<file path="src/rtl/scl_rate_pkg.sv">
package scl_rate_pkg;

  typedef enum logic [1:0] {
    PH_OFF  = 2'd0,
    PH_LOW  = 2'd1,
    PH_WAIT = 2'd2,
    PH_HIGH = 2'd3
  } scl_phase_e;

  localparam int RATE_CODE_W = 3;

endpackage

</file>
<file path="src/rtl/scl_rate_select.sv">
module scl_rate_select
  import scl_rate_pkg::*;
#(
  parameter int DIV0        = 128,
  parameter int DIV1        = 112,
  parameter int DIV2        = 96,
  parameter int DIV3        = 80,
  parameter int DIV4        = 480,
  parameter int DIV5        = 60,
  parameter int DIV6        = 30,
  parameter int TIMER_SCALE = 48,
  parameter int RELOAD_W    = 8,
  parameter int PW          = 16
) (
  input  logic                   clk,
  input  logic                   rst_n,
  input  logic                   bus_idle,
  input  logic [RATE_CODE_W-1:0] rate_sel,
  input  logic [RELOAD_W-1:0]    timer_reload,
  output logic [PW-1:0]          hi_len,
  output logic [PW-1:0]          lo_len
);

  localparam int NFIX = 7;
  localparam int FIXED [NFIX] = '{DIV0, DIV1, DIV2, DIV3, DIV4, DIV5, DIV6};

  logic [RATE_CODE_W-1:0] code_q;
  logic [RELOAD_W-1:0]    reload_q;
  logic [PW-1:0]          period;
  logic [PW-1:0]          fixed_per [NFIX];

  // Capture the rate settings only while the bus is idle.
  always_ff @(posedge clk or negedge rst_n) begin
    if (!rst_n) begin
      code_q   <= '0;
      reload_q <= '0;
    end else if (bus_idle) begin
      code_q   <= rate_sel;
      reload_q <= timer_reload;
    end
  end

  for (genvar g = 0; g < NFIX; g++) begin : g_fixed
    assign fixed_per[g] = PW'(FIXED[g]);
  end

  always_comb begin
    if (code_q == RATE_CODE_W'(NFIX))
      period = PW'(TIMER_SCALE) * (PW'(2 ** RELOAD_W) - PW'(reload_q));
    else
      period = fixed_per[code_q];
  end

  // The high half rounds down and the low half takes the remainder.
  assign hi_len = period >> 1;
  assign lo_len = period - hi_len;

  a_r8_hold_while_busy: assert property (@(posedge clk) disable iff (!rst_n)
    !bus_idle |=> ($stable(code_q) && $stable(reload_q)));

  a_r8_capture_when_idle: assert property (@(posedge clk) disable iff (!rst_n)
    bus_idle |=> (code_q == $past(rate_sel)));

endmodule

</file>
<file path="src/rtl/scl_phase_ctl.sv">
module scl_phase_ctl
  import scl_rate_pkg::*;
#(
  parameter int PW = 16
) (
  input  logic          clk,
  input  logic          rst_n,
  input  logic          master_en,
  input  logic          scl_in,
  input  logic [PW-1:0] hi_len,
  input  logic [PW-1:0] lo_len,
  output logic          scl_out,
  output logic          scl_rise,
  output logic          scl_fall
);

  scl_phase_e   ph_q;
  logic [PW-1:0] cnt_q;
  logic         rise_q;
  logic         fall_q;

  always_ff @(posedge clk or negedge rst_n) begin
    if (!rst_n) begin
      ph_q   <= PH_OFF;
      cnt_q  <= '0;
      rise_q <= 1'b0;
      fall_q <= 1'b0;
    end else begin
      rise_q <= 1'b0;
      fall_q <= 1'b0;
      if (!master_en) begin
        ph_q  <= PH_OFF;
        cnt_q <= '0;
      end else begin
        unique case (ph_q)
          PH_OFF: begin
            ph_q  <= PH_WAIT;
            cnt_q <= '0;
          end
          PH_LOW: begin
            if (cnt_q + PW'(1) >= lo_len) begin
              ph_q  <= PH_WAIT;
              cnt_q <= '0;
            end else begin
              cnt_q <= cnt_q + PW'(1);
            end
          end
          PH_WAIT: begin
            // Line released; the high count starts only once it reads high.
            if (scl_in) begin
              ph_q   <= PH_HIGH;
              cnt_q  <= PW'(1);
              rise_q <= 1'b1;
            end
          end
          PH_HIGH: begin
            if (cnt_q + PW'(1) >= hi_len) begin
              ph_q   <= PH_LOW;
              cnt_q  <= '0;
              fall_q <= 1'b1;
            end else begin
              cnt_q <= cnt_q + PW'(1);
            end
          end
          default: ph_q <= PH_OFF;
        endcase
      end
    end
  end

  assign scl_out  = (ph_q != PH_LOW);
  assign scl_rise = rise_q;
  assign scl_fall = fall_q;

  a_r5_released_when_off: assert property (@(posedge clk) disable iff (!rst_n)
    !master_en |=> (scl_out && !scl_rise && !scl_fall));

  a_r6_rise_after_high_seen: assert property (@(posedge clk) disable iff (!rst_n)
    $rose(scl_rise) |-> $past(scl_in));

  a_r7_fall_drives_low: assert property (@(posedge clk) disable iff (!rst_n)
    scl_fall |-> !scl_out);

  a_r7_single_fall: assert property (@(posedge clk) disable iff (!rst_n)
    scl_fall |=> !scl_fall);

  a_r7_single_rise: assert property (@(posedge clk) disable iff (!rst_n)
    scl_rise |=> !scl_rise);

  a_r7_pulses_exclusive: assert property (@(posedge clk) disable iff (!rst_n)
    $countones({scl_rise, scl_fall}) <= 1);

endmodule

</file>
<file path="src/rtl/scl_rate_gen.sv">
module scl_rate_gen
  import scl_rate_pkg::*;
#(
  parameter int DIV0        = 128,
  parameter int DIV1        = 112,
  parameter int DIV2        = 96,
  parameter int DIV3        = 80,
  parameter int DIV4        = 480,
  parameter int DIV5        = 60,
  parameter int DIV6        = 30,
  parameter int TIMER_SCALE = 48,
  parameter int RELOAD_W    = 8
) (
  input  logic                   clk,
  input  logic                   rst_n,
  input  logic                   master_en,
  input  logic                   bus_idle,
  input  logic [RATE_CODE_W-1:0] rate_sel,
  input  logic [RELOAD_W-1:0]    timer_reload,
  input  logic                   scl_in,
  output logic                   scl_out,
  output logic                   scl_rise,
  output logic                   scl_fall
);

  localparam int PER_BOUND = TIMER_SCALE * (2 ** RELOAD_W)
                           + DIV0 + DIV1 + DIV2 + DIV3 + DIV4 + DIV5 + DIV6;
  localparam int PW = $clog2(PER_BOUND + 1) + 1;

  logic [PW-1:0] hi_len;
  logic [PW-1:0] lo_len;

  scl_rate_select #(
    .DIV0(DIV0), .DIV1(DIV1), .DIV2(DIV2), .DIV3(DIV3),
    .DIV4(DIV4), .DIV5(DIV5), .DIV6(DIV6),
    .TIMER_SCALE(TIMER_SCALE), .RELOAD_W(RELOAD_W), .PW(PW)
  ) u_sel (
    .clk          (clk),
    .rst_n        (rst_n),
    .bus_idle     (bus_idle),
    .rate_sel     (rate_sel),
    .timer_reload (timer_reload),
    .hi_len       (hi_len),
    .lo_len       (lo_len)
  );

  scl_phase_ctl #(.PW(PW)) u_phase (
    .clk       (clk),
    .rst_n     (rst_n),
    .master_en (master_en),
    .scl_in    (scl_in),
    .hi_len    (hi_len),
    .lo_len    (lo_len),
    .scl_out   (scl_out),
    .scl_rise  (scl_rise),
    .scl_fall  (scl_fall)
  );

  a_r9_idle_after_reset: assert property (@(posedge clk)
    !rst_n |=> (scl_out && !scl_rise && !scl_fall));

endmodule

</file>
<file path="config.mk">
export PLATFORM = sky130hd
export DESIGN_NAME = scl_rate_gen
export DESIGN_NICKNAME = d
export VERILOG_FILES = /design/src/rtl/scl_rate_pkg.sv /design/src/rtl/scl_rate_select.sv /design/src/rtl/scl_phase_ctl.sv /design/src/rtl/scl_rate_gen.sv
export SDC_FILE = /design/constraint.sdc
export NUM_CORES = 1
export LEC_CHECK = 0
export CORE_UTILIZATION = 30
export CTS_CLUSTER_DIAMETER = 150
export DETAILED_ROUTE_END_ITERATION = 6
export GPL_ROUTABILITY_DRIVEN = 0
export MAX_ROUTING_LAYER = met4
export PLACE_DENSITY = 0.43
export SLEW_MARGIN = 10
export SYNTH_ARGS = -nofsm -noshare
export SYNTH_HDL_FRONTEND = slang
export SYNTH_SLANG_ARGS = --single-unit
</file>
<file path="constraint.sdc">
create_clock -name clk -period 6.4 [get_ports clk]
set_input_delay 0.96 -clock clk [delete_from_list [all_inputs] [get_ports clk]]
set_output_delay 0.96 -clock clk [all_outputs]
set_load 0.01 [all_outputs]
</file>
==> results.py, run 1 <==
metrics = {
    "yosys": {
        "synth-adder-area-share_pct": 19.6,
        "synth_cell_types": 61,
        "synth_xor_area_share_pct": 9.25,
        "synth.area.mux_share_pct": 3.24,
        "number_of_enable_type_register_cells_in_the_synthesized_netlist": 0,
        "synth.cell_area_um2": 3400,
        "synthesis.nets": 469,
        "synth_seq_cells": 30,
        "main_combinational_cell_family_by_area_after_synthesis": "simple AND/OR/NAND/NOR gates",
        "synth_compound_gate_area_share_pct": 19.0,
        "synth.yosys.seq_area_share_pct": 22.1,
        "postSynthCellCount": 401,
        "ys_warn_count": 0,
        "postSynth.asyncResetShare_pct": 100,
        "synth-simple-area-share_pct": 21.3,
        "ys.flop_type": "dfrtp_1",
        "syn_avg_cell_area_um2": 8.47,
    },
    "clocking": {
        "numCtsBuffers": 5,
        "cts_resized": 0,
        "post_cts.repair.setup_buffers": 0,
        "cts_root_buffer": "clkbuf_16",
        "tritoncts": "built",
        "clock_path_buffers": 2,
        "worst_skew_pair.late_latency_ns": 0.28,
        "clkTransAtPathRegs_ns": 0.06,
        "cts-htree-levels": 2,
        "numClockSinks": 30,
        "cts_hold_buf": 0,
    },
    "power_and_ir_drop": {
        "pwr_density_cell_nw_per_um2": 227,
        "power.static_leakage_nw": 1.89,
        "worst_ir_drop_vdd_uv": 104,
    },
    "cells_and_area": {
        "final_nets": 487,
        "proportion_of_layout_cells_with_a_drive_suffix_above_1_pct": 9.79,
        "num-fill-cells": 1167,
        "final_common_cell": "ha_1",
        "n_antenna_cell": 0,
        "area.growth.synth_to_final_pct": 14.6,
        "final_cells": 559,
        "mostFrequentLayoutCells": "50 x ha_1, 43 x nand2_1, 37 x inv_1",
        "postLayoutCoreUtil_pct": 35.6,
    },
    "placement": {
        "detailed_place_hpwl_um": 6040,
        "place_worst_setup_slack_ns": 0.613,
        "io_buffers": 18,
        "dp_cells": 552,
    },
    "critical_path": {
        "critical-path-max-stage-delay_ns": 0.44,
        "slowest_stage": "dfrtp_1",
        "crit_path_capture_type": "flip-flop",
        "worst-setup-path-type": "flip-flop to flip-flop",
        "arrival_ns": 5.95,
        "cp_max_fo": 7,
        "timing.critical_path.required_ns": 6.55,
        "critical-path-top-cell-by-count": "ha_1",
        "critical_path.startpoint_type": "flip-flop",
    },
    "global_route": {
        "first_global_vias": 2844,
        "grt_first_pass_wirelength_um": 12800,
        "grtUsageTotal_pct": 14.2,
        "grt_start_max_net_pins": 31,
        "grt.overflow.total": 0,
        "antenna_found_initial": 0,
    },
    "sta": {
        "final.setup.worst_slack_ns": 0.603,
        "final_period_util_pct": 90.6,
        "finalWorstPathRequiredPeriod_ns": 5.80,
        "slew-limit-headroom_pct": 30.9,
        "timing.final.hold_violations": 0,
        "max_slew.worst_pin.slew_ns": 1.03,
        "max_clock_freq_mhz": 172,
        "fin_tns_setup_ns": 0,
        "setup_violations": 0,
        "rsz_0062_raised_after_global_routing": "false",
        "timing.clock.skew_ns": 0.0104,
        "final_report_max_slew_violation_count": 0,
    },
    "drt": {
        "number_of_nets_still_failing_antenna_checks_after_routing": 0,
        "drtIter0Drc": 75,
        "drt_wl_total_um": 7290,
        "drt_pass1_iterations": 4,
        "vias": 2752,
        "wl_per_cell_um": 13.0,
        "drt-vias-per-instance": 4.92,
        "drc": 0,
    },
    "die": {
        "placement_rows": 38,
        "floorplan.core_area_um2": 10900,
        "initial_core_util_pct": 31.1,
        "die_w_um": 108,
        "die_height_um": 108,
        "floorplan.die_area_um2": 11700,
        "io_pins": 19,
    },
    "status": {
        "run_status": "finished, final reports clean",
    },
    "min_path": {
        "hold_path.class": "flip-flop to flip-flop",
    },
    "run": {
        "max_cap_viols": 0,
    },
}
==> power breakdown <==
| group | switching [mW] | leakage [nW] | internal, mW |
|---|---|---|---|
| registers | 0.0142 | 0.392 | 0.199 |
| clock network | 0.0856 | 0.0829 | 0.192 |
| logic | 0.216 | 1.42 | 0.178 |
| total | 0.316 | 1.89 | 0.569 |
==> area by class of cell <==
cell class	instances	area [um^2]	share of cell area, %
Multi-Input combinational cell	324	2460	63.2
Sequential cell	30	751	19.3
Timing Repair Buffer	20	195	5.02
Tap cell	140	175	4.50
Inverter	38	143	3.67
Clock buffer	6	139	3.57
Clock inverter	1	30.0	0.772
==> synthesized netlist by cell type, drive strengths merged, types with 3 or more instances <==
cell type / count / area, um^2
a211oi: 5 / 50.1
a21boi: 4 / 30.0
a21o: 7 / 52.6
a21oi: 17 / 85.1
and2: 5 / 31.3
and3: 5 / 31.3
and4: 5 / 51.3
clkbuf: 7 / 26.3
dfrtp: 30 / 751
ha: 50 / 626
inv: 38 / 143
mux2: 8 / 90.1
nand2: 43 / 161
nand2b: 11 / 68.8
nand3: 15 / 75.1
nand4: 3 / 33.8
nor2: 27 / 104
nor2b: 5 / 31.3
nor3: 4 / 25.0
o21a: 3 / 22.5
o21ai: 34 / 204
o22ai: 3 / 25.0
o41a: 3 / 33.8
or3: 3 / 18.8
xnor2: 19 / 174
xor2: 16 / 140
==> path summary, 6_finish.rpt <==
kind / start / depth (start not counted) / endpoint / slack [ns]
max: u_sel.reload_q[0] / 25 / u_phase.cnt_q[11] / 0.60
max in group asynchronous: rst_n / 2 / u_sel.reload_q[7] / 5.00
min: u_phase.cnt_q[8] / 2 / u_phase.cnt_q[8] / 0.54
min in group asynchronous: rst_n / 2 / u_phase.cnt_q[10] / 1.09
max reg2reg: u_sel.reload_q[0] / 25 / u_phase.cnt_q[11] / 0.60
min reg2reg: u_phase.cnt_q[8] / 2 / u_phase.cnt_q[8] / 0.54
==> flip-flops by register name (all words and copies together) (netlist names) <==
register	cells
u_phase.ph_q	2
u_sel.reload_q	8
u_phase.scl_fall	1
u_sel.code_q	3
u_phase.scl_rise	1
u_phase.cnt_q	15
==> per-layer routing <==
layer	vias up	wire length (um)	GRT usage, %
met3	4	163	2.35
met5	-	0	-
met2	30	3690	27.0
li1	1446	-	-
met4	0	43	2.90
met1	1272	3380	15.5
==> critical path: cells and delay by family, from the launching register on <==
kind | cells | cell delay [ns]
AO/OA/AOI/OAI | 9 | 1.66
XOR/XNOR | 2 | 0.41
AND/OR/NAND/NOR | 7 | 1.27
flip-flops | 1 | 0.44
adder cells (fa/ha/maj) | 4 | 1.39
buffers and inverters | 3 | 0.46
==> logic make-up (layout without fill, tap and decap cells) <==
logic type	count (synthesis)	after routing
compound gates	90	90
xor+xnor	35	35
fa+ha+maj	52	52
buf+inv	47	65
flops	30	30
mux	10	10
simple gates	137	137
==> stage by stage <==
| step | total power [mW] | hold WS [ns] | instance area, um^2 |
|---|---|---|---|
| 3_5_place_dp | 0.616 | 0.521 | 3720 |
| 3_3_place_gp | 0.613 | 0.517 | 3720 |
| 4_1_cts | 0.901 | 0.541 | 3890 |
| 6_report | 0.884 | 0.537 | 3890 |
| 2_1_floorplan | 0.527 | 0.498 | 3400 |
| 5_1_grt | 0.961 | 0.577 | 3890 |
No activity file was read; power rests on OpenSTA's default activity.
==> run 2, diff against run 1 <==
--- a/config.mk
+++ b/config.mk
@@ -6,11 +6,12 @@
 export NUM_CORES = 1
 export LEC_CHECK = 0
 export CORE_UTILIZATION = 30
+export CTS_BUF_LIST = sky130_fd_sc_hd__clkbuf_4 sky130_fd_sc_hd__clkbuf_8
 export CTS_CLUSTER_DIAMETER = 150
 export DETAILED_ROUTE_END_ITERATION = 6
 export GPL_ROUTABILITY_DRIVEN = 0
 export MAX_ROUTING_LAYER = met4
-export PLACE_DENSITY = 0.43
+export PLACE_DENSITY = 0.44
 export SLEW_MARGIN = 10
 export SYNTH_ARGS = -nofsm -noshare
 export SYNTH_HDL_FRONTEND = slang
==> constraint.sdc (replaced) <==
create_clock -name clk -period 5 [get_ports clk]
set_input_delay 0.75 -clock clk [delete_from_list [all_inputs] [get_ports clk]]
set_output_delay 0.75 -clock clk [all_outputs]
set_load 0.01 [all_outputs]
==> run 2 against run 1 <==
Worst hold slack better by 0.0085 ns. Routed wire length is 5.2% higher. Critical path depth is 1 higher. First-iteration DRC count is 28% higher. Cell count is 9.3% higher. Critical path type unchanged. Cell area is 14% higher. Clock-buffer cell count stayed put. Worst setup slack worse by 0.33 ns. Core utilization is 4.8 points higher. Combinational power is 74% higher. Sequential cell count stayed put. Largest power group unchanged. Register-to-register slack worse by 0.33 ns.
==> results.py, run 2 (synthesis gave the netlist of run 1 again) <==
metrics = {
    "power_and_ir_drop": {
        "power.static_leakage_nw": 2.16,
        "pwr_density_cell_nw_per_um2": 275,
        "worst_ir_drop_vdd_uv": 170,
    },
    "critical_path": {
        "cp_max_fo": 13,
        "timing.critical_path.required_ns": 5.21,
        "slowest_stage": "dfrtp_1",
        "worst-setup-path-type": "flip-flop to flip-flop",
        "arrival_ns": 4.94,
        "critical_path.startpoint_type": "flip-flop",
        "crit_path_capture_type": "flip-flop",
        "critical-path-max-stage-delay_ns": 0.41,
    },
    "die": {
        "floorplan.die_area_um2": 11700,
        "initial_core_util_pct": 31.1,
        "die_height_um": 108,
        "io_pins": 19,
        "die_w_um": 108,
        "placement_rows": 38,
        "floorplan.core_area_um2": 10900,
    },
    "cells_and_area": {
        "final_cells": 611,
        "area.growth.synth_to_final_pct": 30.0,
        "largest_register": "u_phase.cnt_q",
        "leading_registers_by_flop_count": "u_phase.cnt_q (15), u_sel.reload_q (8), u_sel.code_q (3)",
        "num-fill-cells": 1117,
        "postLayoutCellArea_um2": 4420,
        "n_antenna_cell": 0,
        "mostFrequentLayoutCells": "53 x buf_4, 43 x nand2_1, 43 x ha_1",
        "proportion_of_layout_cells_with_a_drive_suffix_above_1_pct": 26.3,
        "final_nets": 539,
        "final_common_cell": "buf_4",
        "largest_reg_flops": 15,
    },
    "drt": {
        "drc": 0,
        "drt_pass1_iterations": 4,
        "wl_per_cell_um": 12.5,
        "drtIter0Drc": 96,
        "number_of_nets_still_failing_antenna_checks_after_routing": 0,
        "drt_wl_total_um": 7670,
        "vias": 2922,
        "drt-vias-per-instance": 4.78,
    },
    "clocking": {
        "cts_root_buffer": "clkbuf_8",
        "numClockSinks": 30,
        "clock_path_buffers": 2,
        "clkTransAtPathRegs_ns": 0.07,
        "cts-htree-levels": 2,
        "numCtsBuffers": 5,
        "worst_skew_pair.late_latency_ns": 0.29,
        "tritoncts": "built",
    },
    "placement": {
        "io_buffers": 18,
        "placement.cell_area_um2": 4080,
        "place_worst_setup_slack_ns": -0.467,
        "dp_cells": 600,
        "detailed_place_hpwl_um": 6250,
    },
    "global_route": {
        "grt_start_max_net_pins": 31,
        "grt.overflow.total": 0,
        "antenna_found_initial": 0,
        "first_global_vias": 2971,
        "grtUsageTotal_pct": 14.7,
        "grt_first_pass_wirelength_um": 13100,
    },
    "sta": {
        "timing.final.hold_violations": 0,
        "slew-limit-headroom_pct": 30.1,
        "max_clock_freq_mhz": 212,
        "final.setup.worst_slack_ns": 0.272,
        "final_period_util_pct": 94.6,
        "timing.clock.skew_ns": 0.00482,
        "final_report_max_slew_violation_count": 0,
        "finalWorstPathRequiredPeriod_ns": 4.73,
        "max_slew.worst_pin.slew_ns": 1.04,
        "setup_violations": 0,
    },
    "min_path": {
        "hold_path.class": "flip-flop to flip-flop",
    },
    "status": {
        "run_status": "finished, final reports clean",
    },
    "run": {
        "max_cap_viols": 0,
    },
}
## run 2: cell count changes in the layout (fill, tap and decap cells not counted), sizes merged
| cell | delta |
|---|---|
| buf | +52 |
## run 2: final cells by class
| type | count | area (um^2) | area share [%] |
|---|---|---|---|
| tap | 140 | 175 | 3.97 |
| timing repair buffer | 72 | 598 | 13.5 |
| inverter | 38 | 143 | 3.23 |
| clock buffer | 6 | 82.6 | 1.87 |
| multi-input combinational | 324 | 2640 | 59.7 |
| clock inverter | 1 | 30.0 | 0.680 |
| sequential | 30 | 751 | 17.0 |
## run 2: final timing paths
path | slack (ns) | end | cells after the start | startpoint
setup / recovery | 0.27 | u_phase.cnt_q[0] | 26 | u_sel.reload_q[0]
hold / removal | 0.55 | u_phase.cnt_q[8] | 2 | u_phase.cnt_q[8]
setup reg to reg | 0.27 | u_phase.cnt_q[0] | 26 | u_sel.reload_q[0]
hold reg to reg | 0.55 | u_phase.cnt_q[8] | 2 | u_phase.cnt_q[8]
max in group asynchronous | 3.84 | u_sel.reload_q[3] | 2 | rst_n
min in group asynchronous | 0.86 | u_phase.cnt_q[3] | 2 | rst_n
## run 2: timing repair
item / 4_1_cts / 5_1_grt
gates resized for setup: 5 / 32
hold buffers: 0 / 0
pin swaps: 3 / 20
hold endpoints to repair: 0 / 0
buffers inserted: 2 / 2
endpoints found under the setup margin: 17 / 17
## run 2: per-stage QoR
stage	util (%)	TNS (ns)	hold WS (ns)	total power, mW
6_report	40.4	0	0.546	1.21
5_1_grt	40.4	-0.258	0.576	1.32
4_1_cts	38.8	0	0.547	1.17
3_5_place_dp	37.3	-5.74	0.526	0.895
3_3_place_gp	37.3	-3.45	0.517	0.889
2_1_floorplan	-	0	0.454	0.675
## run 2: worst max-delay path, delay by kind of cell, from the launching register on
kind                     cells  cell delay (ns)
flip-flops                   1             0.41
AND/OR/NAND/NOR              3             0.20
AO/OA/AOI/OAI               11             2.05
adder cells (fa/ha/maj)      4             1.08
XOR/XNOR                     3             0.34
buffers and inverters        5             0.58
## run 2: report_power, final
part	internal [mW]	switching (mW)
Sequential	0.254	0.0154
Clock	0.159	0.0997
Combinational	0.354	0.329
Total	0.768	0.444
## run 2: per-layer routing
| metal | vias up | routed length (um) | GRT usage [%] |
|---|---|---|---|
| li1 | 1554 | - | - |
| met1 | 1330 | 3460 | 16.0 |
| met2 | 32 | 3930 | 27.0 |
| met3 | 6 | 180 | 2.71 |
| met4 | 0 | 98 | 4.05 |
| met5 | - | 0 | - |
